--- src/rtl/bclk_frac_pkg.sv ---
package bclk_frac_pkg;
  localparam int unsigned WHOLE_W_DFLT  = 10;
  localparam int unsigned FRAC_W_DFLT   = 9;
  localparam int unsigned DATA_W_DFLT   = 32;
  localparam int unsigned EN_BIT_DFLT   = 31;

  typedef enum logic {
    SEL_WHOLE = 1'b0,
    SEL_FRAC  = 1'b1
  } bclk_sel_e;
endpackage

--- src/rtl/bclk_cfg_regs.sv ---
module bclk_cfg_regs
  import bclk_frac_pkg::*;
#(
  parameter int unsigned WHOLE_W = WHOLE_W_DFLT,
  parameter int unsigned FRAC_W  = FRAC_W_DFLT,
  parameter int unsigned DATA_W  = DATA_W_DFLT,
  parameter int unsigned EN_BIT  = EN_BIT_DFLT
) (
  input  logic               clk,
  input  logic               rst_n,
  input  logic               wr_i,
  input  logic               sel_i,
  input  logic [DATA_W-1:0]  wdata_i,
  input  logic               follower_i,
  output logic [WHOLE_W-1:0] whole_o,
  output logic [FRAC_W-1:0]  frac_o,
  output logic               en_o
);
  logic [WHOLE_W-1:0] whole_q;
  logic [FRAC_W-1:0]  frac_q;
  logic               en_q;
  logic               wr_whole, wr_frac;
  logic               unused_wdata;

  assign wr_whole     = wr_i && (bclk_sel_e'(sel_i) == SEL_WHOLE);
  assign wr_frac      = wr_i && (bclk_sel_e'(sel_i) == SEL_FRAC);
  assign unused_wdata = ^wdata_i;

  always_ff @(posedge clk) begin
    if (!rst_n) begin
      whole_q <= '0;
      frac_q  <= '0;
      en_q    <= 1'b0;
    end else begin
      if (wr_whole) whole_q <= wdata_i[WHOLE_W-1:0];
      if (wr_frac)  frac_q  <= wdata_i[FRAC_W-1:0];
      if (follower_i)   en_q <= 1'b0;
      else if (wr_frac) en_q <= wdata_i[EN_BIT];
    end
  end

  assign whole_o = whole_q;
  assign frac_o  = frac_q;
  assign en_o    = en_q;


  follower_clears_en_chk: assert property (@(posedge clk) disable iff (!rst_n)
    follower_i |=> !en_q);
endmodule

--- src/rtl/bclk_phase_core.sv ---
module bclk_phase_core #(
  parameter int unsigned WHOLE_W = 10,
  parameter int unsigned FRAC_W  = 9
) (
  input  logic               clk,
  input  logic               rst_n,
  input  logic [WHOLE_W-1:0] whole_i,
  input  logic [FRAC_W-1:0]  frac_i,
  input  logic               en_i,
  output logic               stb_o,
  output logic               toggle_o,
  output logic               stop_o,
  output logic               run_o
);
  localparam int unsigned LEN_W  = WHOLE_W + 1;
  localparam int unsigned STEP_W = LEN_W + FRAC_W;

  // Length of the next half-period and the accumulator value after it.
  function automatic logic [STEP_W-1:0] half_step(
    input logic [WHOLE_W-1:0] whole,
    input logic [FRAC_W-1:0]  acc,
    input logic [FRAC_W-1:0]  frac
  );
    logic [FRAC_W:0]  sum;
    logic [LEN_W-1:0] len;
    sum = {1'b0, acc} + {1'b0, frac};
    len = {1'b0, whole} + LEN_W'(sum[FRAC_W]);
    return {len, sum[FRAC_W-1:0]};
  endfunction

  logic [LEN_W-1:0]  cnt_q, len_q;
  logic [FRAC_W-1:0] acc_q;
  logic              run_q;
  logic              cfg_ok, start_w;
  logic [STEP_W-1:0] step_first, step_next;

  assign cfg_ok     = en_i && (whole_i != '0);
  assign step_first = half_step(whole_i, '0, frac_i);
  assign step_next  = half_step(whole_i, acc_q, frac_i);
  assign stb_o      = run_q && (cnt_q == len_q);
  assign toggle_o   = stb_o && cfg_ok;
  assign stop_o     = stb_o && !cfg_ok;
  assign start_w    = !run_q && cfg_ok;
  assign run_o      = run_q;

  always_ff @(posedge clk) begin
    if (!rst_n) begin
      run_q <= 1'b0;
      cnt_q <= '0;
      len_q <= '0;
      acc_q <= '0;
    end else if (start_w) begin
      run_q          <= 1'b1;
      cnt_q          <= LEN_W'(1);
      {len_q, acc_q} <= step_first;
    end else if (toggle_o) begin
      cnt_q          <= LEN_W'(1);
      {len_q, acc_q} <= step_next;
    end else if (stop_o) begin
      run_q <= 1'b0;
      cnt_q <= '0;
      len_q <= '0;
      acc_q <= '0;
    end else if (run_q) begin
      cnt_q <= cnt_q + LEN_W'(1);
    end
  end


  len_held_in_half_chk: assert property (@(posedge clk) disable iff (!rst_n)
    run_q && $past(run_q) && !$past(stb_o) |-> $stable(len_q));
endmodule

--- src/rtl/bclk_toggle.sv ---
module bclk_toggle (
  input  logic clk,
  input  logic rst_n,
  input  logic toggle_i,
  input  logic stop_i,
  output logic bclk_o
);
  logic bclk_q;

  always_ff @(posedge clk) begin
    if (!rst_n)        bclk_q <= 1'b0;
    else if (stop_i)   bclk_q <= 1'b0;
    else if (toggle_i) bclk_q <= ~bclk_q;
  end

  assign bclk_o = bclk_q;
endmodule

--- src/rtl/frac_bclk_div.sv ---
module frac_bclk_div
  import bclk_frac_pkg::*;
#(
  parameter int unsigned WHOLE_W = WHOLE_W_DFLT,
  parameter int unsigned FRAC_W  = FRAC_W_DFLT,
  parameter int unsigned DATA_W  = DATA_W_DFLT,
  parameter int unsigned EN_BIT  = EN_BIT_DFLT
) (
  input  logic              clk,
  input  logic              rst_n,
  input  logic              cfg_wr,
  input  logic              cfg_sel,
  input  logic [DATA_W-1:0] cfg_wdata,
  input  logic              clk_follower,
  output logic              bclk,
  output logic              bclk_stb
);
  logic [WHOLE_W-1:0] cfg_whole;
  logic [FRAC_W-1:0]  cfg_frac;
  logic               cfg_en;
  logic               core_stb, core_toggle, core_stop, core_run;

  bclk_cfg_regs #(
    .WHOLE_W(WHOLE_W), .FRAC_W(FRAC_W), .DATA_W(DATA_W), .EN_BIT(EN_BIT)
  ) u_regs (
    .clk(clk), .rst_n(rst_n), .wr_i(cfg_wr), .sel_i(cfg_sel),
    .wdata_i(cfg_wdata), .follower_i(clk_follower),
    .whole_o(cfg_whole), .frac_o(cfg_frac), .en_o(cfg_en)
  );

  bclk_phase_core #(.WHOLE_W(WHOLE_W), .FRAC_W(FRAC_W)) u_core (
    .clk(clk), .rst_n(rst_n), .whole_i(cfg_whole), .frac_i(cfg_frac),
    .en_i(cfg_en), .stb_o(core_stb), .toggle_o(core_toggle),
    .stop_o(core_stop), .run_o(core_run)
  );

  bclk_toggle u_tog (
    .clk(clk), .rst_n(rst_n), .toggle_i(core_toggle), .stop_i(core_stop),
    .bclk_o(bclk)
  );

  assign bclk_stb = core_stb;


  idle_low_chk: assert property (@(posedge clk) disable iff (!rst_n)
    !core_run |-> !bclk);


  edge_on_stb_chk: assert property (@(posedge clk) disable iff (!rst_n)
    !$stable(bclk) |-> $past(bclk_stb));


  stop_at_boundary_chk: assert property (@(posedge clk) disable iff (!rst_n)
    bclk_stb && !cfg_en |=> !bclk && !core_run);
endmodule

--- config.mk ---
export PLATFORM = sky130hd
export DESIGN_NAME = frac_bclk_div
export DESIGN_NICKNAME = d
export VERILOG_FILES = /design/src/rtl/bclk_frac_pkg.sv /design/src/rtl/bclk_cfg_regs.sv /design/src/rtl/bclk_phase_core.sv /design/src/rtl/bclk_toggle.sv /design/src/rtl/frac_bclk_div.sv
export SDC_FILE = /design/constraint.sdc
export NUM_CORES = 1
export LEC_CHECK = 0
export ABC_AREA = 1
export BUFFER_PORTS_ARGS = -buffer_cell sky130_fd_sc_hd__clkbuf_2
export CAP_MARGIN = 20
export CORE_ASPECT_RATIO = 1.4
export CORE_MARGIN = 4
export CORE_UTILIZATION = 30
export CTS_BUF_LIST = sky130_fd_sc_hd__clkbuf_2
export CTS_CLUSTER_SIZE = 24
export DETAILED_ROUTE_END_ITERATION = 7
export GPL_TIMING_DRIVEN = 0
export SYNTH_ARGS = -nofsm -noshare
export SYNTH_HDL_FRONTEND = slang
export SYNTH_SLANG_ARGS = --single-unit
--- constraint.sdc ---
create_clock -name clk -period 4 [get_ports clk]
set_clock_uncertainty 0.05 [all_clocks]
set_input_delay 1.2 -clock clk [delete_from_list [all_inputs] [get_ports clk]]
set_output_delay 1.2 -clock clk [all_outputs]
set_load 0.02 [all_outputs]
* After elaboration in Yosys (flattened, before gate mapping) *
Index checks and enable logic that the tools add are counted.

storage, ports and cells
  word-level logic and storage cells = 47
  register bits = 53
  input port bits = 37
  output and inout bits = 2

cells by class
  bitwise gates (word level) = 3
  mux-type cells = 13
  equality and inequality tests = 2
  reductions and logical operators = 17
  $add $sub $neg = 3

operators by type and width
  kind                   count
  $mux 11                3
  $mux 9                 3
  $add 10x1->11          1
  $add 11x1->11 const B  1
  $eq 11x11->1           1
  $add 9x9->10           1
  $reduce_bool 10->1     1
  $logic_and 1x1->1      7
  $mux 1                 7
  $reduce_bool 4->1      1
  $reduce_or 2->1        2
  $reduce_or 4->1        1
  $not 1->1              3
  $reduce_bool 3->1      1
  $logic_not 1->1        2
  $ne 2x1->1 const B     1
  $reduce_and 2->1       1
  $reduce_bool 2->1      1

* Depth between registers and ports, before layout *
  depth in word-level cells = 7
  depth in mapped cells = 17
  depth with buffers taken out = 17

* By module *
From an unflattened synthesis, not the netlist that was laid out.

second synthesis, totals
  cells, all modules = 501
  area total of the unflattened synthesis = 3196.8 um2

modules (own cells, without submodules)
  module           cells each  instances  area an instance (um2)  seq. area each (um2)
  bclk_phase_core  381         1          2356.0                  640.6
  bclk_cfg_regs    111         1          788.3                   400.4
  bclk_toggle      9           1          52.6                    20.0

* Worst setup path after synthesis *
OpenSTA, ideal clock, no wires.

  path kind = reg2out
  start = reg u_core.cnt_q[6]
  end = out bclk_stb
  stages on the path, launching flop included = 7
  setup slack = 1.603 ns
  arrival time = 1.147 ns
  required time = 2.750 ns
  path buffers = 1
  cells stage by stage = dfxtp_1 xnor2_1 nand2_1 nor2_4 nand3_4 nor2_8 buf_8

between the ends
  longest elaborated chain between the ends = 2

RTL lines
  item                    RTL line               RTL
  start, declared         bclk_phase_core.sv:31  logic [LEN_W-1:0] cnt_q, len_q;
  start signal, assigned  bclk_phase_core.sv:65  cnt_q <= cnt_q + LEN_W'(1);
  $eq 11x11->1            bclk_phase_core.sv:40  assign stb_o = run_q && (cnt_q == len_q);
  $logic_and 1x1->1       bclk_phase_core.sv:40
  end, declared           frac_bclk_div.sv:16    output logic bclk_stb

No other way between the ends.

* Worst setup path in the final report *
  start = reg u_core.cnt_q[0]
  end = out bclk_stb

The elaborated chain is that of the path after synthesis.

==> flow_summary.ini <==
[synth]
synth_fp_nets = 515
synthXorXnorAreaFrac = 0.0637
syn_area_um2 = 3160
synth_top_family_by_area = simple AND/OR/NAND/NOR gates
synth_warnings = 0
ys_seq_area_frac = 0.335
postSynthAreaPerCell_um2 = 6.80
synth-compound-area-share = 0.0637
synth-seq-cells = 53
synth-adder-area-share = 0.0538
synth_cell_types = 32
synth_cells = 465
synth.mux.area_fraction = 0
synth-simple-area-share = 0.371

[clocking]
clk_path_buf_depth = 2
cts-root-buf = clkbuf_2
cts.sinks = 53
htreeDepth = 2
numCtsBuffers = 5
clk-insertion-delay-late_ns = 0.45
clk_pin_slew_ns = 0.27
cts_resized = 0
cts_hold_buf = 0
postCtsSetupBuffers = 0
cts_tree = done

[timing]
rsz0062_at_grt = no
holdWs_ns = 0.448
relSlewSlack = 0.547
final.setup.tns_ns = 0
final.min_clock_period_ns = 3.25
setup_viol = 0
hold_viol = 0
finalCritPeriodShare = 0.812
max_freq_mhz = 308
drv_slew = 0
layout_setup_ws_ns = 0.753
worstMarginPinSlew_ns = 0.673

[cells_and_area]
areaGrowthSynthToFinish_pct = 10.1
layout_commonest_cell = nand2_1
finalNetCount = 539
drive_above_1_share = 0.125
layout_common_cells = 115 x nand2_1, 60 x nand3_1, 59 x inv_1
fin_area_um2 = 3480

[drt]
ant_nets = 0
via_per_inst = 4.52
drt_iter0_markers = 96
avgRoutedWirePerCell_um = 10.9
drc = 0
num_vias = 2838
drt-total-wl_mm = 6.86
drtPass1Iterations = 4

[power_and_ir_drop]
power_switching_share = 0.277
power_density_nw_per_um2 = 274
leakagePower_uw = 0.00172
p_seq_frac = 0.591
finalPower_uw = 954
p_int_uw = 689
power.share.clock = 0.289
switching_power_uw = 265
combPwrFrac = 0.120
ir_drop_v = 0.000222

[floorplan]
core-area_um2 = 10300
rows = 44
die_x_um = 94.8
dieHeight_um = 130
dieArea_um2 = 12300
io_pins = 39
initial_core_util = 0.306

[placed_design]
placed_area_um2 = 3420
hpwl_mm = 5.48
place_ws_ns = 1.26
place_congestion = 0.793
io_buffers = 17

[grt]
overflow = 0
grt_max_degree = 16
grtUsageTotal = 0.120
antenna_found_initial = 1
grt_pass1_wl_mm = 11.7
grt_pass1_vias = 2667

[worst_setup_path]
arrival_ns = 2.00
worst-path-max-fanout = 10
cp-end-kind = output pin
path_class = register to output pin
cp-start-kind = register
required_ns = 2.75

[worst_hold_path]
hold_class = register to register

[run_status]
status = completed

[job]
cap_violations = 0
-- worst max-delay path, cell delays in order, from the launching register on --
cell and delay (ns):
dfxtp_1 0.50, nand2_1 0.08, nand2_1 0.06, nand2_1 0.07, nor2_2 0.17, nand3_4 0.13, nor2_8 0.18, buf_8 0.18
clkbuf_2 0.18
-- layout make-up --
type	instances	area, um2
diodes	1	2.50
multi-input cells	328	1750
inverters	69	259
fillers	1193	6870
plain buffers	15	98.8
well taps	138	173
clock inverters	2	35.0
flip-flops and latches	53	1060
clock buffers	5	25.0
repair buffers	17	85.1
-- power by group through the flow --
stage | Sequential (uW) | Combinational (uW) | Clock, uW
2_1_floorplan | 568 | 85.2 | 0
3_5_place_dp | 573 | 116 | 0
6_report | 563 | 115 | 276
4_1_cts | 564 | 116 | 286
3_3_place_gp | 573 | 115 | 0
5_1_grt | 568 | 131 | 304
-- flip-flops by register name, indices dropped and copies added (netlist names) --
name and cells:
u_regs.frac_o 9, u_regs.whole_o 10, u_regs.en_o 1, u_core.acc_q 9, u_core.run_o 1, u_tog.bclk_o 1
u_core.len_q 11, u_core.cnt_q 11
-- final timing paths --
check	startpoint	end	slack, ns	cells after the start
hold reg to reg	u_core.len_q[10]	u_core.len_q[10]	0.45	2
hold / removal	u_core.len_q[10]	u_core.len_q[10]	0.45	2
setup / recovery	u_core.cnt_q[0]	bclk_stb	0.75	8
setup reg to reg	u_regs.frac_o[5]	u_core.len_q[9]	1.28	17
-- routing by layer --
metal	vias to the layer above	wire (um)	GRT usage
met3	9	180	0.0157
li1	1513	-	-
met4	0	133	0.0518
met2	42	3670	0.232
met1	1274	2880	0.126
met5	-	0	0
-- kinds of logic (layout without fill, tap and decap cells) --
kind of cell,after synthesis,after routing
AND/OR/NAND/NOR,253,253
buffers and inverters,84,108
flip-flops,53,53
AO/OA/AOI/OAI,39,39
XOR/XNOR,23,23
adder cells (fa/ha/maj),13,13
other,0,1
-- per-stage QoR --
stage	instances	utilization
floorplan	465	-
detailed placement	620	0.331
finish	628	0.337
CTS	627	0.336
global placement	620	0.331
global route	628	0.337
-- synthesized netlist by cell type, drive strengths merged --
| cell | count | area share |
|---|---|---|
| clkbuf | 5 | 0.0059 |
| o21ai | 20 | 0.032 |
| dfxtp | 53 | 0.34 |
| nand4 | 5 | 0.012 |
| nand3 | 70 | 0.13 |
| clkinv | 1 | 0.0012 |
| inv | 68 | 0.081 |
| ha | 12 | 0.047 |
| xnor2 | 5 | 0.014 |
| a2111oi | 1 | 0.0028 |
| buf | 10 | 0.025 |
| nor2 | 54 | 0.076 |
| xor2 | 18 | 0.050 |
| o21bai | 1 | 0.0024 |
| fa | 1 | 0.0063 |
| nor3b | 1 | 0.0024 |
| nor3 | 3 | 0.0047 |
| nand3b | 2 | 0.0047 |
| nor4 | 1 | 0.0020 |
| nand2 | 117 | 0.14 |
| a21oi | 17 | 0.027 |
No activity file was read; power rests on OpenSTA's default activity.
